==> src/rtl/wbs_pkg.sv <==
package wbs_pkg;

   typedef enum logic [1:0] {
      ST_IDLE     = 2'd0,
      ST_WAIT_OSC = 2'd1,
      ST_COUNT    = 2'd2,
      ST_RUN      = 2'd3
   } wbs_state_e;

   typedef enum logic [1:0] {
      LEN_WAKE_NORM = 2'd0,
      LEN_WAKE_FAST = 2'd1,
      LEN_LVR_NORM  = 2'd2,
      LEN_LVR_FAST  = 2'd3
   } wbs_len_e;

   typedef struct packed {
      logic     use_sys;
      logic     need_osc;
      wbs_len_e len_sel;
   } wbs_cfg_t;

endpackage

==> src/rtl/wbs_mode_dec.sv <==
module wbs_mode_dec
   import wbs_pkg::*;
(
   input  logic     wake_i,
   input  logic     lvr_i,
   input  logic     in_run_i,
   input  logic     susp_stop_i,
   input  logic     fast_wake_i,
   input  logic     fast_lvr_i,
   input  logic     ext_osc_i,
   output logic     start_o,
   output wbs_cfg_t cfg_o
);

   logic fast_ok;

   assign fast_ok = fast_wake_i && !ext_osc_i;

   always_comb begin
      start_o = lvr_i || (wake_i && !in_run_i);
      cfg_o   = '0;
      if (lvr_i) begin
         cfg_o.use_sys  = 1'b0;
         cfg_o.need_osc = 1'b0;
         cfg_o.len_sel  = fast_lvr_i ? LEN_LVR_FAST : LEN_LVR_NORM;
      end else if (fast_ok) begin
         cfg_o.use_sys  = 1'b1;
         cfg_o.need_osc = susp_stop_i;
         cfg_o.len_sel  = LEN_WAKE_FAST;
      end else begin
         cfg_o.use_sys  = 1'b0;
         cfg_o.need_osc = 1'b0;
         cfg_o.len_sel  = LEN_WAKE_NORM;
      end
   end

endmodule

==> src/rtl/wbs_hold_cnt.sv <==
module wbs_hold_cnt
   import wbs_pkg::*;
#(
   parameter int NORM_WAKE_TICKS  = 1024,
   parameter int FAST_WAKE_CYCLES = 128,
   parameter int NORM_LVR_TICKS   = 1024,
   parameter int FAST_LVR_TICKS   = 64,
   parameter int CNT_W            = 10
)(
   input  logic     clk,
   input  logic     rst_n,
   input  logic     clr_i,
   input  logic     en_i,
   input  wbs_len_e len_sel_i,
   output logic     done_o
);

   logic [CNT_W-1:0] cnt_q;
   logic [CNT_W-1:0] last_val;

   always_comb begin
      unique case (len_sel_i)
         LEN_WAKE_NORM: last_val = CNT_W'(NORM_WAKE_TICKS - 1);
         LEN_WAKE_FAST: last_val = CNT_W'(FAST_WAKE_CYCLES - 1);
         LEN_LVR_NORM:  last_val = CNT_W'(NORM_LVR_TICKS - 1);
         default:       last_val = CNT_W'(FAST_LVR_TICKS - 1);
      endcase
   end

   assign done_o = en_i && (cnt_q == last_val);

   always_ff @(posedge clk or negedge rst_n) begin
      if (!rst_n) begin
         cnt_q <= '0;
      end else if (clr_i) begin
         cnt_q <= '0;
      end else if (en_i && !done_o) begin
         cnt_q <= cnt_q + 1'b1;
      end
   end

endmodule

==> src/rtl/wbs_fsm.sv <==
module wbs_fsm
   import wbs_pkg::*;
(
   input  logic       clk,
   input  logic       rst_n,
   input  logic       start_i,
   input  wbs_cfg_t   cfg_i,
   input  logic       sleep_i,
   input  logic       osc_ok_i,
   input  logic       done_i,
   output wbs_state_e state_o,
   output wbs_cfg_t   cfg_q_o,
   output logic       clr_o
);

   wbs_state_e state_q, state_d;
   wbs_cfg_t   cfg_q, cfg_d;

   always_comb begin
      state_d = state_q;
      cfg_d   = cfg_q;
      clr_o   = 1'b0;
      if (start_i) begin
         cfg_d   = cfg_i;
         clr_o   = 1'b1;
         state_d = cfg_i.need_osc ? ST_WAIT_OSC : ST_COUNT;
      end else begin
         unique case (state_q)
            ST_IDLE: state_d = ST_IDLE;
            ST_WAIT_OSC: begin
               if (osc_ok_i) begin
                  state_d = ST_COUNT;
                  clr_o   = 1'b1;
               end
            end
            ST_COUNT: begin
               if (done_i) state_d = ST_RUN;
            end
            default: begin
               if (sleep_i) state_d = ST_IDLE;
            end
         endcase
      end
   end

   always_ff @(posedge clk or negedge rst_n) begin
      if (!rst_n) begin
         state_q <= ST_IDLE;
         cfg_q   <= '0;
      end else begin
         state_q <= state_d;
         cfg_q   <= cfg_d;
      end
   end

   assign state_o = state_q;
   assign cfg_q_o = cfg_q;

endmodule

==> src/rtl/wake_boot_seq.sv <==
module wake_boot_seq
   import wbs_pkg::*;
#(
   parameter int NORM_WAKE_TICKS  = 1024,
   parameter int FAST_WAKE_CYCLES = 128,
   parameter int NORM_LVR_TICKS   = 1024,
   parameter int FAST_LVR_TICKS   = 64
)(
   input  logic clk,
   input  logic rst_n,
   input  logic rc_tick_i,
   input  logic susp_stop_i,
   input  logic sleep_i,
   input  logic wake_i,
   input  logic lvr_i,
   input  logic osc_ok_i,
   input  logic fast_wake_i,
   input  logic fast_lvr_i,
   input  logic ext_osc_i,
   output logic run_o,
   output logic clk_sel_o
);

   localparam int MAX_WAKE = (NORM_WAKE_TICKS > FAST_WAKE_CYCLES) ? NORM_WAKE_TICKS : FAST_WAKE_CYCLES;
   localparam int MAX_LVR  = (NORM_LVR_TICKS > FAST_LVR_TICKS) ? NORM_LVR_TICKS : FAST_LVR_TICKS;
   localparam int MAX_LEN  = (MAX_WAKE > MAX_LVR) ? MAX_WAKE : MAX_LVR;
   localparam int CNT_W    = $clog2(MAX_LEN);

   generate
      if (NORM_WAKE_TICKS < 2) begin : g_bad_nw
         $error("NORM_WAKE_TICKS must be at least 2");
      end
      if (FAST_WAKE_CYCLES < 2) begin : g_bad_fw
         $error("FAST_WAKE_CYCLES must be at least 2");
      end
      if (NORM_LVR_TICKS < 2) begin : g_bad_nl
         $error("NORM_LVR_TICKS must be at least 2");
      end
      if (FAST_LVR_TICKS < 2) begin : g_bad_fl
         $error("FAST_LVR_TICKS must be at least 2");
      end
   endgenerate

   wbs_state_e state;
   wbs_cfg_t   cfg_new, cfg_q;
   logic       start, clr, done, cnt_en, in_run;

   assign in_run = (state == ST_RUN);
   assign cnt_en = (state == ST_COUNT) && (cfg_q.use_sys || rc_tick_i);

   wbs_mode_dec u_dec (
      .wake_i      (wake_i),
      .lvr_i       (lvr_i),
      .in_run_i    (in_run),
      .susp_stop_i (susp_stop_i),
      .fast_wake_i (fast_wake_i),
      .fast_lvr_i  (fast_lvr_i),
      .ext_osc_i   (ext_osc_i),
      .start_o     (start),
      .cfg_o       (cfg_new)
   );

   wbs_fsm u_fsm (
      .clk      (clk),
      .rst_n    (rst_n),
      .start_i  (start),
      .cfg_i    (cfg_new),
      .sleep_i  (sleep_i),
      .osc_ok_i (osc_ok_i),
      .done_i   (done),
      .state_o  (state),
      .cfg_q_o  (cfg_q),
      .clr_o    (clr)
   );

   wbs_hold_cnt #(
      .NORM_WAKE_TICKS  (NORM_WAKE_TICKS),
      .FAST_WAKE_CYCLES (FAST_WAKE_CYCLES),
      .NORM_LVR_TICKS   (NORM_LVR_TICKS),
      .FAST_LVR_TICKS   (FAST_LVR_TICKS),
      .CNT_W            (CNT_W)
   ) u_cnt (
      .clk       (clk),
      .rst_n     (rst_n),
      .clr_i     (clr),
      .en_i      (cnt_en),
      .len_sel_i (cfg_q.len_sel),
      .done_o    (done)
   );

   assign run_o     = in_run;
   assign clk_sel_o = cfg_q.use_sys && ((state == ST_WAIT_OSC) || (state == ST_COUNT));

endmodule

==> config.mk <==
export PLATFORM = sky130hd
export DESIGN_NAME = wake_boot_seq
export DESIGN_NICKNAME = d
export VERILOG_FILES = /design/src/rtl/wbs_pkg.sv /design/src/rtl/wbs_mode_dec.sv /design/src/rtl/wbs_hold_cnt.sv /design/src/rtl/wbs_fsm.sv /design/src/rtl/wake_boot_seq.sv
export SDC_FILE = /design/constraint.sdc
export NUM_CORES = 1
export LEC_CHECK = 0
export ABC_CLOCK_PERIOD_IN_PS = 3300
export CORE_UTILIZATION = 65
export CTS_CLUSTER_SIZE = 16
export DETAILED_ROUTE_END_ITERATION = 7
export DONT_BUFFER_PORTS = 1
export PLACE_DENSITY = 0.78
export RECOVER_POWER = 25
export SYNTH_ARGS = -nofsm -noshare
export SYNTH_HDL_FRONTEND = slang
export SYNTH_SLANG_ARGS = --single-unit
==> constraint.sdc <==
create_clock -name clk -period 3.3 [get_ports clk]
set_input_delay 0.66 -clock clk [delete_from_list [all_inputs] [get_ports clk]]
set_output_delay 0.66 -clock clk [all_outputs]
set_load 0.01 [all_outputs]
# [Word-level counts from Yosys, hierarchy flattened]
# Index checks and enable logic that the tools add are counted.
[word_totals] input_bits=11 rom_bits=0 latchBits=0 memories=0 register_bits=15 elab_cells=46 output_inout_bits=2 mem_bits_rw=0
[op_classes] n_shift=0 add_sub_neg=1 order_cmp=0 reduce_logical=18 mul=0 n_mux=15 n_eq_ne=8 n_div=0 bitwise=0
[op_table] op="$mux 10" count=2
[op_table] op="$pmux 10 s2" count=1
[op_table] op="$add 10x1->10 const B" count=1
[op_table] op="$eq 10x10->1" count=1
[op_table] op="$mux 2" count=5
[op_table] op="$mux 4" count=2
[op_table] op="$eq 2x2->1 const B" count=3
[op_table] op="$logic_and 1x1->1" count=6
[op_table] op="$pmux 2 s3" count=1
[op_table] op="$reduce_bool 5->1" count=1
[op_table] op="$eq 2x1->1 const B" count=2
[op_table] op="$logic_not 2->1" count=2
[op_table] op="$mux 1" count=4
[op_table] op="$logic_not 1->1" count=3
[op_table] op="$logic_or 1x1->1" count=3
[op_table] op="$ne 3x2->1 const B" count=1
[op_table] op="$ne 3x3->1 const B" count=1
[op_table] op="$reduce_and 3->1" count=1
[op_table] op="$reduce_bool 2->1" count=1
[op_table] op="$reduce_or 2->1" count=1

# [Depth between registers and ports, before layout]
[depth] ltp_word=9 depth_mapped=7 depth_no_buf=7

# [Hierarchy]
# A second synthesis with hierarchy kept.
[hier_totals] cells_unflattened=106 hier_area_um2=1081.0
[by_module_without_submodules] module="wbs_hold_cnt" area_per_inst_um2=650.6 seq_area_each_um2=250.2 cells_per_inst=67 n_inst=1
[by_module_without_submodules] module="wbs_fsm" area_per_inst_um2=337.8 seq_area_each_um2=150.1 cells_per_inst=28 n_inst=1
[by_module_without_submodules] module="wbs_mode_dec" area_per_inst_um2=47.5 seq_area_each_um2=0.0 cells_per_inst=6 n_inst=1
[by_module_without_submodules] module="wake_boot_seq" area_per_inst_um2=45.0 seq_area_each_um2=0.0 cells_per_inst=5 n_inst=1

# [Worst setup path after synthesis]
# OpenSTA, ideal clock, no wires.
[synth_timing] path_kind="flip-flop to flip-flop" from="register u_fsm.state_q[0], in the netlist u_fsm.state_o[0]" to="register u_fsm.state_q[1], in the netlist u_fsm.state_o[1]" path_slack_ns=1.637 required_time_ns=3.174 arrival_ns=1.537 path_buffers=0 setup_time_ns=0.126 path_stages_with_launch=6 synth_period_minus_slack_ns=1.663 cell_sequence="dfrtp_1 > ha_1 > nand2b_1 > nor4b_1 > a22o_1 > mux2i_1"
[synth_via] elab_chain_cells=6 elab_cells_between_ends=15 cone_classes="eq/ne (5); mux (2); reduce/logical (8)"
[synth_lines] item="start, declared" line="wbs_fsm.sv:16" source="wbs_state_e state_q, state_d;"
[synth_lines] item="start signal, assigned" line="wbs_fsm.sv:51" source="state_q <= state_d;"
[synth_lines] item="$eq 2x2->1 *" line="wake_boot_seq.sv:48" source="assign in_run = (state == ST_RUN);"
[synth_lines] item="via run_o" line="wake_boot_seq.sv:20" source="output logic run_o,"
[synth_lines] item="$logic_not 1->1 *" line="wbs_mode_dec.sv:20" source="start_o = lvr_i || (wake_i && !in_run_i);"
[synth_lines] item="$logic_and 1x1->1 *" line="wbs_mode_dec.sv:20"
[synth_lines] item="$logic_or 1x1->1 *" line="wbs_mode_dec.sv:20"
[synth_lines] item="$ne 3x2->1 (no line), or another cell as far along"
[synth_lines] item="$reduce_and 3->1 (no line)"
# The timed path passes the listed nets; every way through them passes the cells marked *.
# A chain may end at the register's enable or synchronous reset.

# [Worst setup path in the final report]
[layout_timing] from="register u_fsm.state_q[0], in the netlist u_fsm.state_o[0]" to="register u_fsm.state_q[0], in the netlist u_fsm.state_o[0]"
# Same word-level chain as after synthesis.

==> impl_results.md <==
- Metal3 WL: around 31 um
- Outcome: completed
- Pins Over Slew Limit: 0
- Peak Freq: 500 MHz
- Cells after synthesis: 91
- Worst Setup SP: u_fsm.state_o[0]
- Post-Place Cell Area: approximately 940 um^2
- Mapped Avg Cell Area: 10.2 um^2
- Syn_nets: 107
- CP cell instances: ha_1 > nand2b_1 > nor4b_1 > a21oi_1 > a2bb2oi_2
- Critical path's top delay family: simple AND/OR/NAND/NOR gates
- Synth Flop Type: dfrtp_1
- Post-CTS Hold Buffers: 0
- Htree depth: 1
- I/O pin count: 13
- Vias: approximately 650
- Peak supply drop: 0.278 mV
- Cell variety after synth: 34
- Nets@finish: 111
- RSZ-0062 raised after global routing: no
- Post-synth ARST share: 100%
- CTS root buf: clkbuf_4
- Num rows: 13
- Post-CTS sizing: 0
- Number of global-route vias before repair: 622
- Met2 wire len: about 760 um
- Worst Max-Slew Pin Slew: between 0.7 and 0.8 ns
- DIE HEIGHT: between 30 and 40 um
- Crit path launch type: flop
- Routed WL: 1630 um
- Reg2reg start: u_fsm.state_o[0]
- Worst-path maximum fanout: 4
- Area of the multi-input gates: 529 um^2
- Initial Util: 70.4%
- # Max-Cap Violations: 0
- Most frequent cells in the layout: dfrtp_1, nor2_1, nand2_1, xor2_1
- Clk slew on worst S/H paths: about 0.10 ns
- DR DRC count: 0
- PD cells: 556 nW/um^2
- Tmin final: 2.00 ns
- Die X: 39.8 um
- Starting DRC count in detailed routing: 10
- Layout cells sized above 1: 14.9%
- EDFF count, synth: 0
- Worst path slowest cell: nor4b_1
- Worst Skew: around 0.014 ns
- Worst-Skew Late Latency: just under 0.3 ns
- CP Buf/Inv Count: 0
- CP peak stage delay: between 0.6 and 0.7 ns
- Area grow syn2layout: 4.59%
- DIE AREA: 1580 um^2
- TritonCTS Buffers: 3
- Initial antenna violation count: 0
- HP Class: in2async
- Largest net degree at the start of global routing: 16
- Required time worst endpoint: 3.53 ns
- All-layer global routing usage: 25.0%
- Final Cycle Share: 60.6%
- HPWL Detailed: 1240 um
- # fillers: 100
- Routed Antenna Nets: 0
- Worst EP arrival: roughly 2.2 ns
- Area of the core: 1320 um^2
- Setup TNS: 0 ns
- Via density: 5.98
- CTS max path bufs: 2
- Yosys warnings: 0
- Port buffer count: 0
- DR WL/cell: 15.0 um
- Leakage: 0.438 nW
- Post-CTS Repair Setup Buffers: 0
- First drt pass iteration count: 4
- Post-synthesis register bit count: 15
- Routed length on met1: 828 um
- Register Area: between 300 and 400 um^2
- First-pass GRT wire length: roughly 2600 um
- Element type at the critical path end: flop
- Num Clock Sinks: 15
- CTS tree: yes
- Global route overflow: 0
- Placer Congestion: about 0.75
- Hold Fails Final Rpt: 0
- Ant diodes: 0
- Rel. slew slack: about 47%
- Critical path class: reg2reg
- Commonest non-fill, non-tap cell in the layout: dfrtp_1
- Setup-failing EPs final: 0
- Synth Cell Area: 927 um^2
- Seq/Total Area, Yosys: 40.5%
- Top Layer Used: met4
- Final instance area: 970 um^2
## per-layer routing
metal / vias up / GRT usage [%]
li1: 330 / -
met1: 311 / 32.6
met2: 9 / 39.3
met3: 2 / 3.98
met4: 0 / 12.9
met5: - / 0
## Yosys cell counts (2+ instances only)
master     instances  area share [%]
nor3_1             2             1.1
a21oi_1            2             1.1
o21ai_0            2             1.1
nor2_1            13             5.3
inv_1              5             2.0
ha_1               5             6.7
xnor2_1            3             2.8
xor2_1             7             6.6
nand3_1            4             2.2
mux2i_1            2             2.2
o2111ai_1          2             1.9
dfrtp_1           15              40
and2_1             2             1.3
nand2_1            7             2.8
## kinds of logic after synthesis
kind of cell | Yosys count | share of synthesized area [%]
XOR/XNOR | 10 | 9.45
AND/OR/NAND/NOR | 35 | 20.9
flip-flops | 15 | 40.5
multiplexers | 2 | 2.16
adder cells (fa/ha/maj) | 5 | 6.75
AO/OA/AOI/OAI | 18 | 17.8
buffers and inverters | 6 | 2.43
## per-stage QoR
| stage | total power [W] | utilization, % | hold WS (ns) | worst slack, ns | cells |
|---|---|---|---|---|---|
| finish | 0.000539 | 73.6 | 0.0462 | 1.30 | 109 |
| global route | 0.000570 | 73.6 | 0.0394 | 1.22 | 109 |
| CTS | 0.000542 | 73.6 | 0.0431 | 1.34 | 109 |
| detailed placement | 0.000436 | 71.5 | 0.365 | 1.37 | 105 |
| global placement | 0.000426 | 71.5 | 0.365 | 1.41 | 105 |
| floorplan | 0.000399 | - | 0.364 | 1.64 | 91 |
## registers in the layout (all words and copies together) (netlist names)
register and flops:
u_fsm.cfg_q_o 3, u_fsm.state_o 2, u_cnt.cnt_q 10
## path summary, 6_finish.rpt
| path | endpoint | slack [ns] | cells past startpoint |
|---|---|---|---|
| hold / removal | u_cnt.cnt_q[0] | 0.05 | 0 |
| max in group asynchronous | u_cnt.cnt_q[5] | 3.17 | 0 |
| min in group clk | u_fsm.cfg_q_o[1] | 0.48 | 2 |
| hold reg to reg | u_fsm.cfg_q_o[1] | 0.52 | 2 |
| setup / recovery | u_fsm.state_o[0] | 1.30 | 5 |
| setup reg to reg | u_fsm.state_o[0] | 1.30 | 5 |
## area by class of cell
cell class	count	share of cell area (%)
Clock inverter	1	0.516
Inverter	5	1.94
Tap cell	15	1.94
Clock buffer	3	2.32
Sequential cell	15	38.7
Multi-Input combinational cell	70	54.6
## power by group
| group | total (W) | internal (W) | switching [W] | leakage, nW |
|---|---|---|---|---|
| sequential | 0.000225 | 0.000204 | 0.0000208 | 0.198 |
| combinational | 0.000206 | 0.0000869 | 0.000119 | 0.222 |
| clock | 0.000108 | 0.0000450 | 0.0000626 | 0.0177 |
Power figures use the tool's default switching activity.
